File: config.mk
export PLATFORM = sky130hd
export DESIGN_NAME = addr_win_decoder
export DESIGN_NICKNAME = d
export VERILOG_FILES = /design/src/rtl/addr_win_decoder.sv
export SDC_FILE = /design/constraint.sdc
export NUM_CORES = 2
export LEC_CHECK = 0
export ABC_AREA = 1
export BUFFER_PORTS_ARGS = -buffer_cell sky130_fd_sc_hd__buf_2
export CAP_MARGIN = 15
export CORE_MARGIN = 2
export CORE_UTILIZATION = 30
export DETAILED_ROUTE_END_ITERATION = 16
export SYNTH_ARGS = -nofsm -noshare
export SYNTH_HDL_FRONTEND = slang
export SYNTH_SLANG_ARGS = --single-unit
File: constraint.sdc
create_clock -name clk -period 25.3 [get_ports clk]
set_clock_uncertainty 0.2 [all_clocks]
set_input_delay 7.59 -clock clk [delete_from_list [all_inputs] [get_ports clk]]
set_output_delay 7.59 -clock clk [all_outputs]
set_load 0.03 [all_outputs]
File: src/rtl/addr_win_decoder.sv
module addr_win_decoder #(
  parameter int NUM_WIN   = 20,
  parameter int NUM_REMAP = 8,
  parameter int REG_AW    = 12,
  localparam int IDX_W    = $clog2(NUM_WIN)
) (
  input  logic              clk,
  input  logic              rst_n,
  input  logic              reg_we,
  input  logic [REG_AW-1:0] reg_addr,
  input  logic [31:0]       reg_wdata,
  output logic [31:0]       reg_rdata,
  input  logic [35:0]       lk_addr,
  output logic              lk_hit,
  output logic [IDX_W-1:0]  lk_win,
  output logic [3:0]        lk_target,
  output logic [7:0]        lk_attr,
  output logic [35:0]       lk_out_addr
);

  localparam int HI_BASE = NUM_REMAP * 16 + 16;

  logic              rd_sel  [NUM_WIN];
  logic [31:0]       rd_val  [NUM_WIN];
  logic [NUM_WIN-1:0] win_hit;
  logic [35:0]       win_out [NUM_WIN];
  logic [3:0]        win_tgt [NUM_WIN];
  logic [7:0]        win_attr[NUM_WIN];

  logic aligned;
  logic unused_wd;
  assign aligned   = reg_addr[1:0] == 2'b00;
  assign unused_wd = ^{reg_wdata[14:4], reg_wdata[3:1]};

  for (genvar i = 0; i < NUM_WIN; i++) begin : g_win
    localparam bit RMP = i < NUM_REMAP;
    localparam int OFF = RMP ? i * 16 : HI_BASE + (i - NUM_REMAP) * 8;

    logic        en_q;
    logic [3:0]  tgt_q;
    logic [7:0]  attr_q;
    logic [15:0] sz_q;
    logic [15:0] blo_q;
    logic [3:0]  bhi_q;
    logic [15:0] rlo;
    logic [3:0]  rhi;
    logic        here;
    logic [1:0]  word;
    logic        we_ctrl, we_base;

    if (RMP) begin : g_dec
      assign here = aligned && reg_addr[REG_AW-1:4] == (REG_AW-4)'(OFF >> 4);
      assign word = reg_addr[3:2];
    end else begin : g_dec
      assign here = aligned && reg_addr[REG_AW-1:3] == (REG_AW-3)'(OFF >> 3);
      assign word = {1'b0, reg_addr[2]};
    end

    assign we_ctrl = reg_we && here && word == 2'd0;
    assign we_base = reg_we && here && word == 2'd1;

    always_ff @(posedge clk) begin
      if (!rst_n) begin
        en_q   <= 1'b0;
        tgt_q  <= '0;
        attr_q <= '0;
        sz_q   <= '0;
        blo_q  <= '0;
        bhi_q  <= '0;
      end else if (we_ctrl) begin
        en_q   <= reg_wdata[0];
        tgt_q  <= reg_wdata[7:4];
        attr_q <= reg_wdata[15:8];
        sz_q   <= reg_wdata[31:16];
        if (!reg_wdata[0]) begin
          blo_q <= '0;
          bhi_q <= '0;
        end
      end else if (we_base) begin
        blo_q <= reg_wdata[31:16];
        bhi_q <= reg_wdata[3:0];
      end
    end

    if (RMP) begin : g_rmp
      logic [15:0] rlo_q;
      logic [3:0]  rhi_q;
      always_ff @(posedge clk) begin
        if (!rst_n) begin
          rlo_q <= '0;
          rhi_q <= '0;
        end else if (we_ctrl && !reg_wdata[0]) begin
          rlo_q <= '0;
          rhi_q <= '0;
        end else if (reg_we && here && word == 2'd2) begin
          rlo_q <= reg_wdata[31:16];
        end else if (reg_we && here && word == 2'd3) begin
          rhi_q <= reg_wdata[3:0];
        end
      end
      assign rlo = rlo_q;
      assign rhi = rhi_q;
    end else begin : g_rmp
      assign rlo = '0;
      assign rhi = '0;
    end

    always_comb begin
      case (word)
        2'd0:    rd_val[i] = {sz_q, attr_q, tgt_q, 3'b000, en_q};
        2'd1:    rd_val[i] = {blo_q, 12'h000, bhi_q};
        2'd2:    rd_val[i] = {rlo, 16'h0000};
        default: rd_val[i] = {28'h0, rhi};
      endcase
    end
    assign rd_sel[i] = here;

    logic [35:0] base;
    logic [36:0] lim;
    logic [35:0] offs;
    assign base = {bhi_q, blo_q, 16'h0000};
    assign lim  = {1'b0, base} + {5'b0, sz_q, 16'hFFFF} + 37'd1;
    assign offs = lk_addr - base;

    assign win_hit[i]  = en_q && lk_addr >= base && {1'b0, lk_addr} < lim;
    assign win_out[i]  = RMP ? ({rhi, rlo, 16'h0000} | offs) : lk_addr;
    assign win_tgt[i]  = tgt_q;
    assign win_attr[i] = attr_q;
  end

  always_comb begin
    reg_rdata = '0;
    for (int i = 0; i < NUM_WIN; i++)
      if (rd_sel[i]) reg_rdata = rd_val[i];
  end

  always_comb begin
    lk_hit      = 1'b0;
    lk_win      = '0;
    lk_target   = '0;
    lk_attr     = '0;
    lk_out_addr = lk_addr;
    for (int i = NUM_WIN - 1; i >= 0; i--) begin
      if (win_hit[i]) begin
        lk_hit      = 1'b1;
        lk_win      = IDX_W'(i);
        lk_target   = win_tgt[i];
        lk_attr     = win_attr[i];
        lk_out_addr = win_out[i];
      end
    end
  end


  reset_clear_chk: assert property (@(posedge clk) !rst_n |=> !lk_hit);


  miss_zero_chk: assert property (@(posedge clk) disable iff (!rst_n)
    !lk_hit |-> (lk_target == 4'h0 && lk_attr == 8'h00 && lk_out_addr == lk_addr));


  passthru_chk: assert property (@(posedge clk) disable iff (!rst_n)
    (lk_hit && int'(lk_win) >= NUM_REMAP) |-> lk_out_addr == lk_addr);


  low_bits_chk: assert property (@(posedge clk) disable iff (!rst_n)
    lk_hit |-> lk_out_addr[15:0] == lk_addr[15:0]);


  win_range_chk: assert property (@(posedge clk) disable iff (!rst_n)
    lk_hit |-> int'(lk_win) < NUM_WIN);

endmodule

### Word level (Yosys, flattened, before mapping)

Index checks and enable logic that the tools add are counted.

| cells by class | value |
|---|---|
| add/subtract/negate cells | 48 |
| $lt $le $gt $ge | 40 |
| equal/unequal tests | 42 |
| mux-type cells | 210 |
| bitwise logic cells | 17 |
| reductions and logical operators | 205 |

Operators by type and width:

| kind | count |
|---|---|
| $pmux 32 s2 | 12 |
| $pmux 32 s3 | 8 |
| $add 36x32->37 | 20 |
| $add 37x1->37 const B | 20 |
| $lt 36x37->1 | 20 |
| $ge 36x36->1 | 20 |
| $mux 16 | 41 |
| $mux 32 | 20 |
| $mux 36 | 8 |
| $or 36x36->36 | 8 |
| $sub 36x36->36 | 8 |
| $mux 4 | 61 |
| $mux 8 | 20 |
| $logic_and 1x1->1 | 144 |
| $eq 9x5->1 const B | 12 |
| $mux 5 | 20 |
| $reduce_and 2->1 | 28 |
| $ne 2x2->1 const B | 20 |
| $reduce_bool 2->1 | 20 |
| $eq 8x3->1 const B | 4 |
| $mux 1 | 20 |
| $eq 8x2->1 const B | 2 |
| $reduce_or 2->1 | 8 |
| $not 1->1 | 9 |
| other kinds (6) | 9 |

| storage, ports and cells | value |
|---|---|
| bits in registers | 1140 |
| bits of input ports | 83 |
| output and inout port bits | 86 |
| word-level logic and storage cells | 698 |

### Depth between registers and ports, before layout

| depth | value |
|---|---|
| word-level depth | 24 |
| mapped depth | 48 |
| depth with buffers taken out | 47 |

### Worst setup path after synthesis

No wires, ideal clock.

| path | value |
|---|---|
| path kind | input-to-output |
| start point | input port lk_addr[16] |
| end point | output port lk_win[2] |
| data arrival time | 11.259 ns |
| data required time | 17.510 ns |
| path slack | 6.251 ns |
| stages on the path | 21 |
| path buffers | 3 |
| cell sequence | buf_2 -> buf_6 -> inv_1 -> ha_1 -> fa_1 -> nor3_2 -> nor2_1 -> nor2_2 -> o21ai_1 -> nand2_1 -> a21boi_2 -> o21ai_2 -> a21oi_2 -> o21ai_2 -> nand2_1 -> a21oi_4 -> nand2_2 -> nand2_2 -> clkbuf_8 -> inv_1 -> a311oi_1 |

| on the way | value |
|---|---|
| cells in the longest elaborated chain, start to end | 22 |
| elaborated cells on any way between the ends | 95 |
| those cells by class | order compare (38); mux (19); reduce/logical (38) |

RTL lines:

| item | RTL line | RTL |
|---|---|---|
| start: declaration | 13 | `input logic [35:0] lk_addr,` |
| $ge 36x36->1 | 125 | `assign win_hit[i] = en_q && lk_addr >= base && {1'b0, lk_addr} < lim;` |
| $logic_and 1x1->1 (2 in series) | 125 |  |
| $mux 5 (18 in series) | 144 | `if (win_hit[i]) begin` |
| $mux 5 (*) | 144 |  |
| end: declaration | 15 | `output logic [IDX_W-1:0] lk_win,` |

Mark *: on every way between the ends. The rest lies on a longest branch, timed or not.

### Worst setup path after layout

| path | value |
|---|---|
| start point | input port reg_addr[2] |
| end point | output port reg_rdata[25] |

| on the way | value |
|---|---|
| cells in the longest elaborated chain, start to end | 22 |
| elaborated cells on any way between the ends | 44 |
| those cells by class | eq/ne (2); mux (40); reduce/logical (2) |

RTL lines:

| item | RTL line | RTL |
|---|---|---|
| start: declaration | 10 | `input logic [REG_AW-1:0] reg_addr,` |
| $eq 2x2->1, or another cell as far along | 109 | `case (word)` |
| $pmux 32 s3 | 109 |  |
| $mux 32 (19 in series) | 134 | `if (rd_sel[i]) reg_rdata = rd_val[i];` |
| $mux 32 (*) | 134 |  |
| end: declaration | 12 | `output logic [31:0] reg_rdata,` |

Marks and branches as above.

==> impl_metrics.env <==
export IMPL_synth_largest_area_cell="dfxtp_1"
export IMPL_worstSetupPathType="in -> out"
export IMPL_die_w_um=552.4
export IMPL_avgRoutedWirePerCell_um=25.68
export IMPL_cp_end_kind="output port"
export IMPL_grt_pass1_vias=87790
export IMPL_ys_warn_count=0
export IMPL_syn_instance_count=13350
export IMPL_fin_util=0.3329
export IMPL_postRouteAntennaNets=0
export IMPL_wl_um=444400
export IMPL_synth_edf_count=0
export IMPL_cts_tree="built"
export IMPL_wl_met2_um=181500
export IMPL_m1WireLength_um=173900
export IMPL_multi_input_area_mm2=0.05836
export IMPL_slew_headroom=-0.01279
export IMPL_fin_crit_ps=21960
export IMPL_grt_start_max_net_pins=162
export IMPL_numPortBuffers=168
export IMPL_cp_arrival_ps=14170
export IMPL_rows=201
export IMPL_syn2layout_area_growth_pct=10.49
export IMPL_cts_resized=0
export IMPL_max_slew_worst_pin_slew_ps=1516
export IMPL_fill_cells=32630
export IMPL_antenna_found_initial=46
export IMPL_cp_max_fo=58
export IMPL_synthArstFlopShare=0
export IMPL_first_iter_violations=13270
export IMPL_power_density_mw_per_mm2=45.26
export IMPL_vias=96790
export IMPL_h_tree_depth=4
export IMPL_rsz0062_at_grt="no"
export IMPL_firstDrtPassIters=7
export IMPL_clockRootBuffer="clkbuf_16"
export IMPL_synth_cell_type_count=83
export IMPL_violations="max-capacitance violations, max-slew violations"
export IMPL_core_mm2=0.2995
export IMPL_min_period_over_period=0.8682
export IMPL_start_util=0.3013
export IMPL_highest_layer="met5"
export IMPL_post_synth_cell_area_avg_um2=6.759
export IMPL_drv_cap=1
export IMPL_synth_xor_area_frac=0.04319
export IMPL_syn_area_mm2=0.09023
export IMPL_synthAdderAreaFrac=0.1587
export IMPL_cts_sink_count=1140
export IMPL_leakage_nw=39.30
export IMPL_synthTopCellsByArea="dfxtp_1 (25%), ha_1 (15%), a21oi_1 (11%), nand2_1 (10%), inv_1 (6.8%)"
export IMPL_max_freq_mhz=45.53
export IMPL_gr_total_overflow=0
export IMPL_synthFlopType="dfxtp_1"
export IMPL_path_clk_slew_ps=60
export IMPL_cp_required_ps=17510
export IMPL_setup_ws_ps=3335
export IMPL_cts_buffer_depth=4
export IMPL_worstSetupStartpointType="primary input"
export IMPL_clock_latency_ps=850
export IMPL_ys_ff_latch=1140
export IMPL_ir_worst_vdd_uv=47.88
export IMPL_wl_met3_um=52590
export IMPL_report_final_slew_viol_count=2
export IMPL_synth_compound_area_frac=0.2416
export IMPL_drc=0
export IMPL_hold_violations=0
export IMPL_die_area_mm2=0.3052
export IMPL_critPathMaxStageDelay_ps=650
export IMPL_drive_above_1_share=0.06214
export IMPL_finalNetCount=14420
export IMPL_place_gp_congestion=1.040
export IMPL_synth_fp_nets=14560
export IMPL_cts_buffers=145
export IMPL_synth_seq_area_share=0.2529
export IMPL_synth_top_area_frac=0.2529
export IMPL_grtUsageTotal=0.2786
export IMPL_postCtsSetupRepairBufs=0
export IMPL_synth_top_family_by_area="compound AO/OA/AOI/OAI gates"
export IMPL_synth_mux_area_frac=0
export IMPL_hold_path_class="reg -> reg"
export IMPL_setup_viol=0
export IMPL_holdWs_ps=260.9
export IMPL_fin_tns_setup_ps=0
export IMPL_status="complete, but fails checks"
export IMPL_hold_buffers=0
export IMPL_pre_cts_ws_ps=3772
export IMPL_grt_first_pass_wirelength_um=627500
export IMPL_io_pin_count=169
export IMPL_cp_cell_sequence="buf_8, nor2_4, buf_4, inv_4, buf_4, o22ai_1, o21ai_1, o21ai_0, a21oi_1, o21ai_0, a221oi_1, o221ai_1, a21oi_1, o2111ai_1, nor2_1, nand4_1, nor2_1, nand4_1, buf_2"
export IMPL_seq_area_mm2=0.02282
export IMPL_via_per_inst=5.594
export IMPL_synth_simple_area_share=0.2011
export IMPL_fp_dieH_um=552.4
export IMPL_crit_path_top_delay_cell="buf_4"
export IMPL_dp_hpwl_um=315800
[layout by cell type, fill, tap and decap left out, drive strengths merged, types with 23 or more instances in the layout]
| cell | netlist | layout |
|---|---|---|
| o22ai | 109 | 109 |
| o31ai | 51 | 51 |
| fa | 28 | 28 |
| clkbuf | 493 | 190 |
| or2 | 23 | 23 |
| nor2 | 954 | 954 |
| a21o | 26 | 26 |
| nand2 | 2519 | 2519 |
| o2111ai | 39 | 39 |
| inv | 1669 | 1676 |
| nand4 | 167 | 167 |
| dfxtp | 1140 | 1140 |
| a21oi | 2016 | 2016 |
| xnor2 | 193 | 193 |
| clkinv | 21 | 50 |
| nor4 | 44 | 44 |
| a21boi | 26 | 26 |
| buf | 172 | 377 |
| o221ai | 94 | 94 |
| a211oi | 144 | 144 |
| a221oi | 41 | 41 |
| diode | 0 | 38 |
| nor3 | 134 | 134 |
| a31oi | 65 | 65 |
| o211ai | 53 | 53 |
| nand3 | 456 | 456 |
| o21bai | 33 | 33 |
| nand3b | 32 | 32 |
| ha | 1100 | 1100 |
| xor2 | 252 | 252 |
| o21ai | 1179 | 1179 |
[flip-flops by register name, summed over array words and instances, names as in the netlist]
name,count
g_win.g_rmp.rhi_q,32
g_win.en_q,20
g_win.blo_q,320
g_win.bhi_q,80
g_win.attr_q,160
g_win.g_rmp.rlo_q,128
g_win.sz_q,320
g_win.tgt_q,80
[per-stage QoR]
stage	power, mW	cells	area (um2)
global route	4.604	17290	99660
CTS	4.482	17270	99600
global placement	2.380	17020	95010
finish	4.512	17300	99700
floorplan	2.123	13350	90230
detailed placement	2.380	17020	95010
[power by group]
| group | switching [mW] | leakage (nW) | total, mW | internal, mW |
|---|---|---|---|---|
| logic | 0.439 | 27.9 | 0.576 | 0.137 |
| registers | 0.000246 | 9.18 | 1.79 | 1.79 |
| clock network | 0.932 | 2.24 | 2.14 | 1.21 |
| total | 1.37 | 39.3 | 4.51 | 3.14 |
[worst paths after layout]
path                                                        from                                to  slack [ps]  cells after the start
worst max register to register    g_win[3].blo_q[1]$_SDFFE_PN0P_    g_win[3].blo_q[1]$_SDFFE_PN0P_       24190                      2
worst max-delay path                                 reg_addr[2]                     reg_rdata[25]        3340                     19
worst min register to register  g_win[16].attr_q[2]$_SDFFE_PN0P_  g_win[16].attr_q[2]$_SDFFE_PN0P_         260                      2
worst min-delay path            g_win[16].attr_q[2]$_SDFFE_PN0P_  g_win[16].attr_q[2]$_SDFFE_PN0P_         260                      2
[layout make-up]
type,count,area share
well taps,3958,0.04967
inverters,1690,0.06382
repair buffers,377,0.02521
clock inverters,55,0.005836
flip-flops and latches,1140,0.2289
diodes,38,0.0009538
multi-input cells,9856,0.5854
clock buffers,190,0.04022
[cell families (layout without fill, tap and decap cells)]
group | Yosys count | after routing
flops | 1140 | 1140
buf+inv | 2355 | 2312
other cells | 0 | 38
compound gates | 3931 | 3931
simple gates | 4352 | 4352
fa+ha+maj | 1128 | 1128
xor+xnor | 445 | 445
[layer usage]
metal  global-route usage  vias up
met4               0.1917        6
met3              0.06415     1451
met5                    0        -
met1               0.3586    44730
li1                     -    44880
met2               0.4106     5731
[worst max-delay path, delay by kind of cell]
kind            cells  cell delay (ps)
simple gates        5             1390
buf+inv             5             2000
compound gates      9             3040
[synth_stat cells (167+ instances only)]
cell type  instances
a21oi_1         2008
nand2_1         2484
clkbuf_1         488
nand3_1          447
o21ai_0         1071
dfxtp_1         1140
inv_1           1628
ha_1            1100
nand4_1          167
xor2_1           252
xnor2_1          193
nor2_1           936
Note: power is estimated with default switching activity, not from simulation.
